### src/rtl/orlow_pkg.sv
// Package: shared helpers for the lower-part OR approximate adder.
// Assumes widths are small enough for a 32-bit int.
package orlow_pkg;

    // Number of prefix-combine levels needed to span w bit positions.
    function automatic int unsigned prefix_levels(input int unsigned w);
        int unsigned lv;
        lv = 0;
        while ((32'd1 << lv) < w) begin
            lv = lv + 1;
        end
        return lv;
    endfunction

endpackage

### src/rtl/orlow_lower_or.sv
// Module: orlow_lower_or
// Produces the approximate low sum bits with one OR gate per position.
// No carry is formed or consumed here. Assumes W >= 1.
module orlow_lower_or #(
    parameter int unsigned W = 4
) (
    input  logic [W-1:0] a_i,
    input  logic [W-1:0] b_i,
    output logic [W-1:0] sum_o
);

    // One OR per bit position, no interaction between positions.
    for (genvar i = 0; i < W; i++) begin : g_bit
        assign sum_o[i] = a_i[i] | b_i[i];
    end

endmodule

### src/rtl/orlow_carry_guess.sv
// Module: orlow_carry_guess
// Forms the speculated carry into the exact upper slice from the two
// most significant lower-slice operand bits. Single AND level.
module orlow_carry_guess (
    input  logic a_top_i,
    input  logic b_top_i,
    output logic carry_o
);

    // Carry is guessed only when both top lower bits are set.
    assign carry_o = a_top_i & b_top_i;

endmodule

### src/rtl/orlow_prefix_adder.sv
// Module: orlow_prefix_adder
// Exact W-bit adder with carry-in, built as a Kogge-Stone parallel prefix
// network of ceil(log2(W)) levels. Assumes W >= 1.
module orlow_prefix_adder
    import orlow_pkg::*;
#(
    parameter int unsigned W = 12
) (
    input  logic [W-1:0] a_i,
    input  logic [W-1:0] b_i,
    input  logic         cin_i,
    output logic [W-1:0] sum_o,
    output logic         cout_o
);

    localparam int unsigned LV = prefix_levels(W);

    logic [W:0] carry;

    // Prefix levels: level 0 holds bit generate/propagate, later levels
    // merge groups at distance 2^(k-1).
    for (genvar k = 0; k <= LV; k++) begin : stage
        logic [W-1:0] g;
        logic [W-1:0] p;
        if (k == 0) begin : g_init
            // Bit-level generate and propagate.
            assign g = a_i & b_i;
            assign p = a_i ^ b_i;
        end else begin : g_merge
            localparam int unsigned DIST = 32'd1 << (k - 1);
            for (genvar i = 0; i < W; i++) begin : g_pos
                if (i >= DIST) begin : g_comb
                    // Merge this group with the one DIST positions below.
                    assign g[i] = stage[k-1].g[i] | (stage[k-1].p[i] & stage[k-1].g[i-DIST]);
                    assign p[i] = stage[k-1].p[i] & stage[k-1].p[i-DIST];
                end else begin : g_pass
                    // Nothing below to merge with: pass unchanged.
                    assign g[i] = stage[k-1].g[i];
                    assign p[i] = stage[k-1].p[i];
                end
            end
        end
    end

    // Carries into each position: group terms from bit 0 combined with carry-in.
    assign carry[0]   = cin_i;
    assign carry[W:1] = stage[LV].g | (stage[LV].p & {W{cin_i}});

    // Sum bits and carry-out.
    assign sum_o  = stage[0].p ^ carry[W-1:0];
    assign cout_o = carry[W];

endmodule

### src/rtl/orlow_approx_adder.sv
// Module: orlow_approx_adder (top)
// N-bit unsigned adder. The low L positions are approximated by OR gates,
// and the upper N-L positions are added exactly with a carry-in guessed
// from the AND of operand bits L-1. Combinational. Assumes 0 <= L < N.
module orlow_approx_adder #(
    parameter int unsigned N = 16,
    parameter int unsigned L = 4
) (
    input  logic [N-1:0] a_i,
    input  logic [N-1:0] b_i,
    output logic [N-1:0] sum_o,
    output logic         cout_o
);

    localparam int unsigned HI_W = N - L;

    logic            hi_cin;
    logic [HI_W-1:0] hi_sum;

    if (L > 0) begin : g_approx
        logic [L-1:0] lo_sum;

        // Approximate lower slice.
        orlow_lower_or #(.W(L)) lower_i (
            .a_i   (a_i[L-1:0]),
            .b_i   (b_i[L-1:0]),
            .sum_o (lo_sum)
        );

        // Carry speculation from the top lower-slice bits.
        orlow_carry_guess guess_i (
            .a_top_i (a_i[L-1]),
            .b_top_i (b_i[L-1]),
            .carry_o (hi_cin)
        );

        // Place lower slice into the result.
        assign sum_o[L-1:0] = lo_sum;
    end else begin : g_exact
        // No lower slice: plain exact adder with zero carry-in.
        assign hi_cin = 1'b0;
    end

    // Exact upper slice.
    orlow_prefix_adder #(.W(HI_W)) upper_i (
        .a_i    (a_i[N-1:L]),
        .b_i    (b_i[N-1:L]),
        .cin_i  (hi_cin),
        .sum_o  (hi_sum),
        .cout_o (cout_o)
    );

    // Place upper slice into the result.
    assign sum_o[N-1:L] = hi_sum;

endmodule

### config.mk
export PLATFORM = sky130hd
export DESIGN_NAME = orlow_approx_adder
export DESIGN_NICKNAME = d
export VERILOG_FILES = /design/src/rtl/orlow_pkg.sv /design/src/rtl/orlow_lower_or.sv /design/src/rtl/orlow_carry_guess.sv /design/src/rtl/orlow_prefix_adder.sv /design/src/rtl/orlow_approx_adder.sv
export SDC_FILE = /design/constraint.sdc
export NUM_CORES = 1
export LEC_CHECK = 0
export BUFFER_PORTS_ARGS = -buffer_cell sky130_fd_sc_hd__clkbuf_2
export CORE_MARGIN = 2
export CORE_UTILIZATION = 41
export DETAILED_ROUTE_END_ITERATION = 16
export GPL_ROUTABILITY_DRIVEN = 0
export PLACE_DENSITY = 0.95
export SLEW_MARGIN = 0
export SYNTH_ARGS = -nofsm -noshare
export SYNTH_HDL_FRONTEND = slang
export SYNTH_SLANG_ARGS = --single-unit
export TNS_END_PERCENT = 10
### constraint.sdc
create_clock -name vclk -period 2
set_input_delay 0.2 -clock vclk [all_inputs]
set_output_delay 0.2 -clock vclk [all_outputs]
set_load 0.01 [all_outputs]
After elaboration in Yosys (flattened, before gate mapping) --
Cells that the tools add are included.
Operators by class: bitwise logic cells 109
Operator list (number):
- $and A1 B1 Y1 | 67
- $or A1 B1 Y1 | 37
- $and A12 B12 Y12 | 2
- $xor A12 B12 Y12 | 2
- $or A12 B12 Y12 | 1
Word-level totals: register bits 0, bits of input ports 32, output and inout port bits 17, word-level logic and storage cells 109

Logic depth before layout (Yosys ltp) --
Gate-level depths: netlist (run 1).
word-level depth 10, gate-level depth with buffers 6, mapped depth without buffers 6

Cells and area by module --
Synthesis (run 1) repeated with hierarchy kept, for this count alone.
Second synthesis, totals: cell total of the unflattened synthesis 62, area total of the unflattened synthesis 495.5 µm²
By module, submodules not included:
- orlow_prefix_adder | instances 1, cells an instance 57, area each 464.2 µm², sequential area each 0.0 µm²
- orlow_lower_or | instances 1, cells an instance 4, area each 25.0 µm², sequential area each 0.0 µm²
- orlow_carry_guess | instances 1, cells an instance 1, area each 6.3 µm², sequential area each 0.0 µm²

Worst setup path after synthesis (run 1) --
Ideal clock, no wire load.
path kind input to output, from input port a_i[5], to output port sum_o[14], arrival 1439 ps, required time 1800 ps, setup slack 361 ps, cell stages on the path 6, path buffers 0, cells stage by stage ha_1 nand4_2 a21oi_4 o21bai_2 a41oi_2 xor2_1
On the way: word-level cells in the longest chain between the ends 7, elaborated cells between the ends (all ways) 11, those cells by class 11 x bitwise
RTL lines:
- start: declaration | RTL line orlow_approx_adder.sv:9 | input logic [N-1:0] a_i,
- $xor A12 B12 Y12 | RTL line orlow_prefix_adder.sv:28 | assign p = a_i ^ b_i;
- $and A1 B1 Y1 | RTL line orlow_prefix_adder.sv:34 | assign g[i] = stage[k-1].g[i] | (stage[k-1].p[i] & stage[k-1].g[i-DIST]);
- $or A1 B1 Y1 | RTL line orlow_prefix_adder.sv:34
- $and A1 B1 Y1 | RTL line orlow_prefix_adder.sv:34
- $or A1 B1 Y1 | RTL line orlow_prefix_adder.sv:34
- $or A12 B12 Y12 * | RTL line orlow_prefix_adder.sv:47 | assign carry[W:1] = stage[LV].g | (stage[LV].p & {W{cin_i}});
- $xor A12 B12 Y12 * | RTL line orlow_prefix_adder.sv:50 | assign sum_o = stage[0].p ^ carry[W-1:0];
- end: declaration | RTL line orlow_approx_adder.sv:11 | output logic [N-1:0] sum_o,
Every way passes the cells marked *; elsewhere a longest branch is shown, timed or not.

Final worst setup path (run 1) --
from input port a_i[11], to output port sum_o[15]
On the way: word-level cells in the longest chain between the ends 9, elaborated cells between the ends (all ways) 17, those cells by class 17 x bitwise
RTL lines:
- $and A12 B12 Y12 | RTL line orlow_prefix_adder.sv:27 | assign g = a_i & b_i;
- $and A1 B1 Y1 | RTL line orlow_prefix_adder.sv:34
- $or A1 B1 Y1 | RTL line orlow_prefix_adder.sv:34
- $and A1 B1 Y1 | RTL line orlow_prefix_adder.sv:34
- $or A1 B1 Y1 (3 in series) | RTL line orlow_prefix_adder.sv:34
- $or A12 B12 Y12 * | RTL line orlow_prefix_adder.sv:47
- $xor A12 B12 Y12 * | RTL line orlow_prefix_adder.sv:50
Marks and branches as above.

==> results_dict.tcl, run 1 <==
set metrics [dict create \
    yosys.area_share.simple_pct 26.75 \
    cellLeakagePower_nw 0.4537 \
    pin_count 49 \
    fin_tns_setup_ns 0 \
    post-dp-hpwl_mm 1.446 \
    status "completed" \
    cap_violations 0 \
    ys_types 29 \
    grt_max_degree 6 \
    setup_viol 0 \
    grtUsageTotal_pct 18.63 \
    yosys.area.top_type "ha_1" \
    layout.nets 170 \
    wl_per_cell_um 11.88 \
    power_w 0.0003002 \
    min_path_type "in2out" \
    finalHoldViolCount 0 \
    yosysWarnings 0 \
    criticalPathCategory "in2out" \
    avgViaCountPerCell 5.348 \
    grt_first_pass_wirelength_mm 2.208 \
    required_ns 1.80 \
    max_freq_mhz 510.0 \
    dp.cells 138 \
    postCtsHoldBufs 0 \
    fin_util_pct 66.92 \
    synth_compound_area_share_pct 30.70 \
    start_util_pct 43.85 \
    antenna_cells 0 \
    crit_arrival_ns 1.76 \
    synth-xor-area-share_pct 10.75 \
    gr-total-overflow 0 \
    clockBufferCount 0 \
    synthAdderAreaFrac_pct 29.82 \
    multi_input_area_um2 595.6 \
    stdcell_count 138 \
    endpoint_kind "output port" \
    peakVddDrop_v 0.0001682 \
    numSequentialCells 0 \
    start_kind "primary input" \
    wl_mm 1.640 \
    core_area_um2 1301 \
    rows 13 \
    cts_resized 0 \
    maxSlewViolCount 0 \
    syn2layout_area_growth_pct 52.63 \
    die_y_um 41.31 \
    syn_area_per_cell_um2 7.710 \
    syn-num-nets 119 \
    worst_pin_slew_ns 0.2715 \
    post-cts-setup-buffers 0 \
    grt_pass1_vias 575 \
    yosys-top-cells-area "ha_1, xor2_1, or2_2, a21oi_1, fa_1" \
    syn_inst 74 \
    synth_top_family_by_area "compound AO/OA/AOI/OAI gates" \
    drc 0 \
    synth_area_um2 570.5 \
    slew_headroom_pct 81.74 \
    antenna_left 0 \
    port-buffer-count 49 \
    powerDensity_nw_per_um2 344.7 \
    seq_area_um2 0 \
    worstPathMaxFanout 5 \
    antenna_found_initial 0 \
    seq_area_frac_synth_pct 0 \
    drt_pass1_iterations 4 \
    vias 738 \
    synthMuxAreaShare_pct 0 \
    drive_gt1_share_pct 49.59 \
    synth_top_area_share_pct 26.32 \
    period_needed_ns 1.961 \
    fin_crit_sh_pct 98.03 \
    fp.dieW_um 41.31 \
    die_area_um2 1706 \
    drt_iter0_drc 14 \
    nFillCells 118 \
]
## cells by family after synthesis
group / Yosys count
simple gates: 29
compound gates: 22
buf+inv: 3
fa+ha+maj: 13
xor+xnor: 7
## routing by layer
metal	wire, um	global-route usage (%)
met2	932	36.72
met4	8	4.839
met1	607	20.95
met5	0	0
met3	92	1.596
## area by class of cell
| cell class | count | share of cell area, % |
|---|---|---|
| well taps | 15 | 2.155 |
| repair buffers | 49 | 28.16 |
| inverters | 3 | 1.293 |
| multi-input cells | 71 | 68.39 |
## where the power goes
part	internal [W]	switching, W	leakage (nW)	total [W]
sequential	0	0	0	0
clock	0	0	0	0
combinational	0.000140	0.000160	0.454	0.000300
total	0.000140	0.000160	0.454	0.000300
## stage by stage
step	hold slack [ns]	area (um^2)	setup slack [ns]
finish	0.6671	870.8	0.03934
global route	0.6830	870.8	-0.01837
CTS	0.6694	834.6	0.02327
detailed placement	0.6694	834.6	0.02668
global placement	0.6687	834.6	0.1292
floorplan	0.5044	570.5	0.3613
## worst paths after layout
| check | from | end | slack (ns) | depth (start not counted) |
|---|---|---|---|---|
| setup / recovery | a_i[11] | sum_o[15] | 0.04 | 8 |
| hold / removal | a_i[0] | sum_o[0] | 0.67 | 3 |
## critical path: stages
cell	delay, ns
clkbuf_2	0.08
ha_1	0.38
a211oi_4	0.31
o21ai_1	0.14
o21ai_1	0.17
a31oi_1	0.08
a31oi_1	0.22
clkbuf_2	0.18
## Yosys cell counts
master and n:
xnor2_1 1, xor2_1 6, nand2_1 5, fa_1 1
nor4_1 1, ha_1 12, o211ai_1 2, a21boi_0 1
a21oi_4 1, a41oi_2 1, and2_1 1, a21oi_2 1
a31oi_1 3, nand4_2 1, o31a_1 1, o21a_1 2
a21bo_1 1, o21bai_2 1, a211oi_2 1, or2_1 2
and3_1 1, nor3_1 4, nor2_1 5, o21ai_0 1
or2_2 5, o21ai_1 1, nand3_1 4, inv_1 3
a21oi_1 5
## layout by cell type (no fill, tap or decap), types with 3 or more instances in the layout
master / instances
clkbuf_2: 49
ha_1: 11
xor2_1: 6
nand2_1: 5
a21oi_1: 5
or2_2: 5
nor2_1: 5
nand3_1: 4
nor3_1: 4
inv_1: 3
a31oi_1: 3
No activity file was read; power rests on OpenSTA's default activity.
==> run 2: changes to the inputs <==
BUFFER_PORTS_ARGS = not set   (was -buffer_cell sky130_fd_sc_hd__clkbuf_2)
CORE_AREA = 2 2 39 41   (was not set)
CORE_MARGIN = not set   (was 2)
CORE_UTILIZATION = not set   (was 41)
DIE_AREA = 0 0 41 43   (was not set)
DONT_BUFFER_PORTS = 1   (was not set)
PLACE_DENSITY = 0.67   (was 0.95)
==> run 2 against run 1 <==
  * Die area grew 3.3%
  * Critical path depth decreased by 2
  * Power fell by 34%
  * Via count down 29%
  * Hold slack lost 0.16 ns
==> results_dict.tcl, run 2 (synthesis results as in run 1) <==
set metrics [dict create \
    status "completed" \
    min_path_type "in2out" \
    post-cts-setup-buffers 0 \
    max_freq_mhz 564.2 \
    crit_family "compound AO/OA/AOI/OAI gates" \
    fin_tns_setup_ns 0 \
    die_y_um 43 \
    criticalPathCategory "in2out" \
    maxSlewViolCount 0 \
    crit_slowest_cell "ha_1" \
    wl_met3_um 100 \
    pin_count 49 \
    wl_per_cell_um 12.41 \
    period_needed_ns 1.772 \
    cap_violations 0 \
    grt_first_pass_wirelength_mm 1.607 \
    antenna_found_initial 0 \
    finalHoldViolCount 0 \
    rsz0062_at_grt "no" \
    fin_crit_sh_pct 88.62 \
    wl_met2_um 581 \
    gr-total-overflow 0 \
    stdcell_count 90 \
    dp.cells 90 \
    cts_resized 0 \
    grtUsageTotal_pct 12.00 \
    drt-met1-wl_um 435 \
    clockBufferCount 0 \
    powerDensity_nw_per_um2 336.6 \
    drt_iter0_drc 5 \
    post-dp-hpwl_mm 1.034 \
    path_cells "ha_1, a21oi_2, a21oi_4, o21bai_2, a41oi_2, xor2_1" \
    cp_slowest_stage_delay_ns 0.33 \
    grt_pass1_vias 421 \
    seq_area_um2 0 \
    start_util_pct 41.23 \
    die_area_um2 1763 \
    drt_pass1_iterations 3 \
    port-buffer-count 0 \
    required_ns 1.80 \
    worstPathMaxFanout 5 \
    peakVddDrop_v 0.0001298 \
    endpoint_kind "output port" \
    fp.dieW_um 41 \
    slew_headroom_pct 75.07 \
    wl_mm 1.117 \
    worst_pin_slew_ns 0.3710 \
    drive_gt1_share_pct 14.86 \
    numSequentialCells 0 \
    avgViaCountPerCell 5.800 \
    mostFrequentLayoutCell "ha_1" \
    postCtsHoldBufs 0 \
    crit_arrival_ns 1.57 \
    core_area_um2 1384 \
    drc 0 \
    setup_viol 0 \
    rows 14 \
    vias 522 \
    cellLeakagePower_nw 0.2500 \
    top_layer_used "met3" \
    antenna_cells 0 \
    antenna_left 0 \
    path_buf_inv 0 \
    layout.nets 121 \
    start_kind "primary input" \
    layout_common_cells "ha_1, xor2_1" \
    syn2layout_area_growth_pct 3.509 \
    grt_max_degree 6 \
]
## run 2: cell types whose count changed in the layout (fill, tap and decap cells not counted), sizes merged
cell,delta
clkbuf,-49
## run 2: final cells by class
class | instances | area (um^2)
Fill cell | 150 | 793.3
Multi-Input combinational cell | 71 | 559.3
Tap cell | 16 | 20.02
Inverter | 3 | 11.26
## run 2: worst paths after layout
kind                   start   endpoint  slack [ns]  cells after the start
worst max-delay path  a_i[5]  sum_o[14]        0.23                      6
worst min-delay path  a_i[3]   sum_o[3]        0.51                      1
## run 2: power by group
part | total (W) | leakage [nW] | switching (W) | internal [W]
Combinational | 0.000199 | 0.250 | 0.000122 | 0.0000766
Sequential | 0 | 0 | 0 | 0
Clock | 0 | 0 | 0 | 0
Total | 0.000199 | 0.250 | 0.000122 | 0.0000766
## run 2: layer usage
layer,GRT usage [%],vias to the layer above
li1,-,277
met4,0,0
met2,22.50,22
met1,15.24,223
met5,0,-
met3,0,0
## run 2: per-stage QoR
step                      util [%]  hold WS, ns  setup WS (ns)  area [um^2]  total power (W)
final                        42.68       0.5058         0.2275        590.6        0.0001988
after global routing         42.68       0.5085         0.1379        590.6        0.0002208
after CTS                    42.68       0.5071         0.2236        590.6        0.0002004
after detailed placement     42.68       0.5071         0.2265        590.6        0.0001997
after global placement       42.68       0.5080         0.2453        590.6        0.0001970
after floorplan                  -       0.5044         0.3613        570.5        0.0001764
==> run 3: changes to the inputs <==
==> constraint.sdc (replaced) <==
create_clock -name vclk -period 2
set_input_delay 0.4 -clock vclk [all_inputs]
set_output_delay 0.4 -clock vclk [all_outputs]
set_load 0.01 [all_outputs]
==> run 3 against run 2 <==
  * Cell area grew 39%
  * Hold slack gained 0.40 ns
  * Non-clock buffer count grew 13
  * Core utilization grew 17 points
  * Global-route usage grew 3.0 points
  * First-iteration DRC count is the same
  * Die area is the same
  * Critical endpoint is now sum_o[15]
==> results_dict.tcl, run 3 (synthesis results as in run 1) <==
set metrics [dict create \
    core_area_um2 1384 \
    finalHoldViolCount 0 \
    grt_max_degree 6 \
    pin_count 49 \
    seq_area_um2 0 \
    path_cells "ha_4, nand4_4, a21oi_4, o21bai_4, a21bo_1, a31oi_2" \
    drt_pass1_iterations 4 \
    drc 0 \
    antenna_found_initial 0 \
    crit_slowest_cell "ha_4" \
    worstPathMaxFanout 4 \
    port-buffer-count 0 \
    powerDensity_nw_per_um2 342.5 \
    critPathLaunch "a_i[5]" \
    avgViaCountPerCell 5.854 \
    setup.worst_path.end "sum_o[15]" \
    start_util_pct 41.23 \
    antenna_left 0 \
    fin_util_pct 59.22 \
    fin_crit_sh_pct 98.73 \
    cp_slowest_stage_delay_ns 0.28 \
    rsz0062_at_grt "yes" \
    nFillCells 122 \
    fp.dieW_um 41 \
    clockBufferCount 0 \
    dp.cells 102 \
    gr-total-overflow 0 \
    start_kind "primary input" \
    min_path_type "in2out" \
    crit_arrival_ns 1.57 \
    postCtsHoldBufs 0 \
    numSequentialCells 0 \
    grt_pass1_vias 538 \
    layout_setup_ws_ns 0.02541 \
    grt_first_pass_wirelength_mm 1.966 \
    worst_pin_slew_ns 0.2978 \
    max_freq_mhz 506.4 \
    die_y_um 43 \
    vias 603 \
    die_area_um2 1763 \
    preCtsSetupSlack_ns -0.05698 \
    drt_iter0_drc 5 \
    syn2layout_area_growth_pct 43.64 \
    wl_per_cell_um 14.19 \
    endpoint_kind "output port" \
    wl_mm 1.462 \
    stdcell_count 103 \
    maxSlewViolCount 0 \
    slew_headroom_pct 80.08 \
    setup_viol 0 \
    required_ns 1.60 \
    layout.nets 134 \
    period_needed_ns 1.975 \
    antenna_cells 0 \
    grtUsageTotal_pct 15.00 \
    layout_common_cells "buf_4, ha_1, or2_2" \
    cap_violations 0 \
    multi_input_area_um2 690.7 \
    whs_ns 0.9066 \
    status "completed" \
    criticalPathCategory "in2out" \
    peakVddDrop_v 0.0001578 \
    drive_gt1_share_pct 44.83 \
    post-dp-hpwl_mm 1.147 \
    mostFrequentLayoutCell "buf_4" \
    cellLeakagePower_nw 0.3294 \
    rows 14 \
]
run 3: changes by cell type in the layout (fill, tap and decap cells not counted), sizes merged:
cell,change
buf,+13
run 3: area by class of cell:
class | instances | share of cell area [%]
timing repair buffer | 13 | 11.91
tap | 16 | 2.443
inverter | 3 | 1.374
multi-input combinational | 71 | 84.27
run 3: per-stage QoR:
step | power (W) | cell area, um^2 | setup TNS [ns]
3_3_place_gp | 0.0002327 | 700.7 | -0.1711
3_5_place_dp | 0.0002373 | 700.7 | -0.1971
2_1_floorplan | 0.0001806 | 590.6 | -0.03265
4_1_cts | 0.0002518 | 740.7 | -0.01206
6_report | 0.0002807 | 819.5 | 0
5_1_grt | 0.0003050 | 819.5 | -0.1406
run 3: worst min-delay path by stage:
stage / start / to / cells past startpoint
after global routing: a_i[0] / sum_o[0] / 1
after detailed placement: a_i[1] / sum_o[1] / 1
after CTS: a_i[1] / sum_o[1] / 1
after global placement: a_i[2] / sum_o[2] / 1
final: a_i[2] / sum_o[2] / 1
after floorplan: a_i[0] / sum_o[0] / 1
run 3: what timing repair did:
action	in CTS	in global routing
pin swaps	6	10
setup endpoints to repair	4	8
setup buffers	0	1
resized for setup	7	12
run 3: routing by layer:
metal / up-vias / share of wire, % / wire length (um) / GRT usage, %
met3: 0 / 6.4 / 94 / 0
met4: 0 / 0 / 0 / 0
li1: 302 / - / - / -
met5: - / 0 / 0 / 0
met1: 270 / 38 / 552 / 18.73
met2: 31 / 56 / 815 / 28.44
run 3: power breakdown:
part / internal, W / switching (W) / total (W)
sequential: 0 / 0 / 0
combinational: 0.000131 / 0.000149 / 0.000281
clock: 0 / 0 / 0
run 3: worst max-delay path: cells and delay by family:
kind | cells | cell delay [ns]
AND/OR/NAND/NOR | 1 | 0.12
adder cells (fa/ha/maj) | 1 | 0.28
AO/OA/AOI/OAI | 4 | 0.78
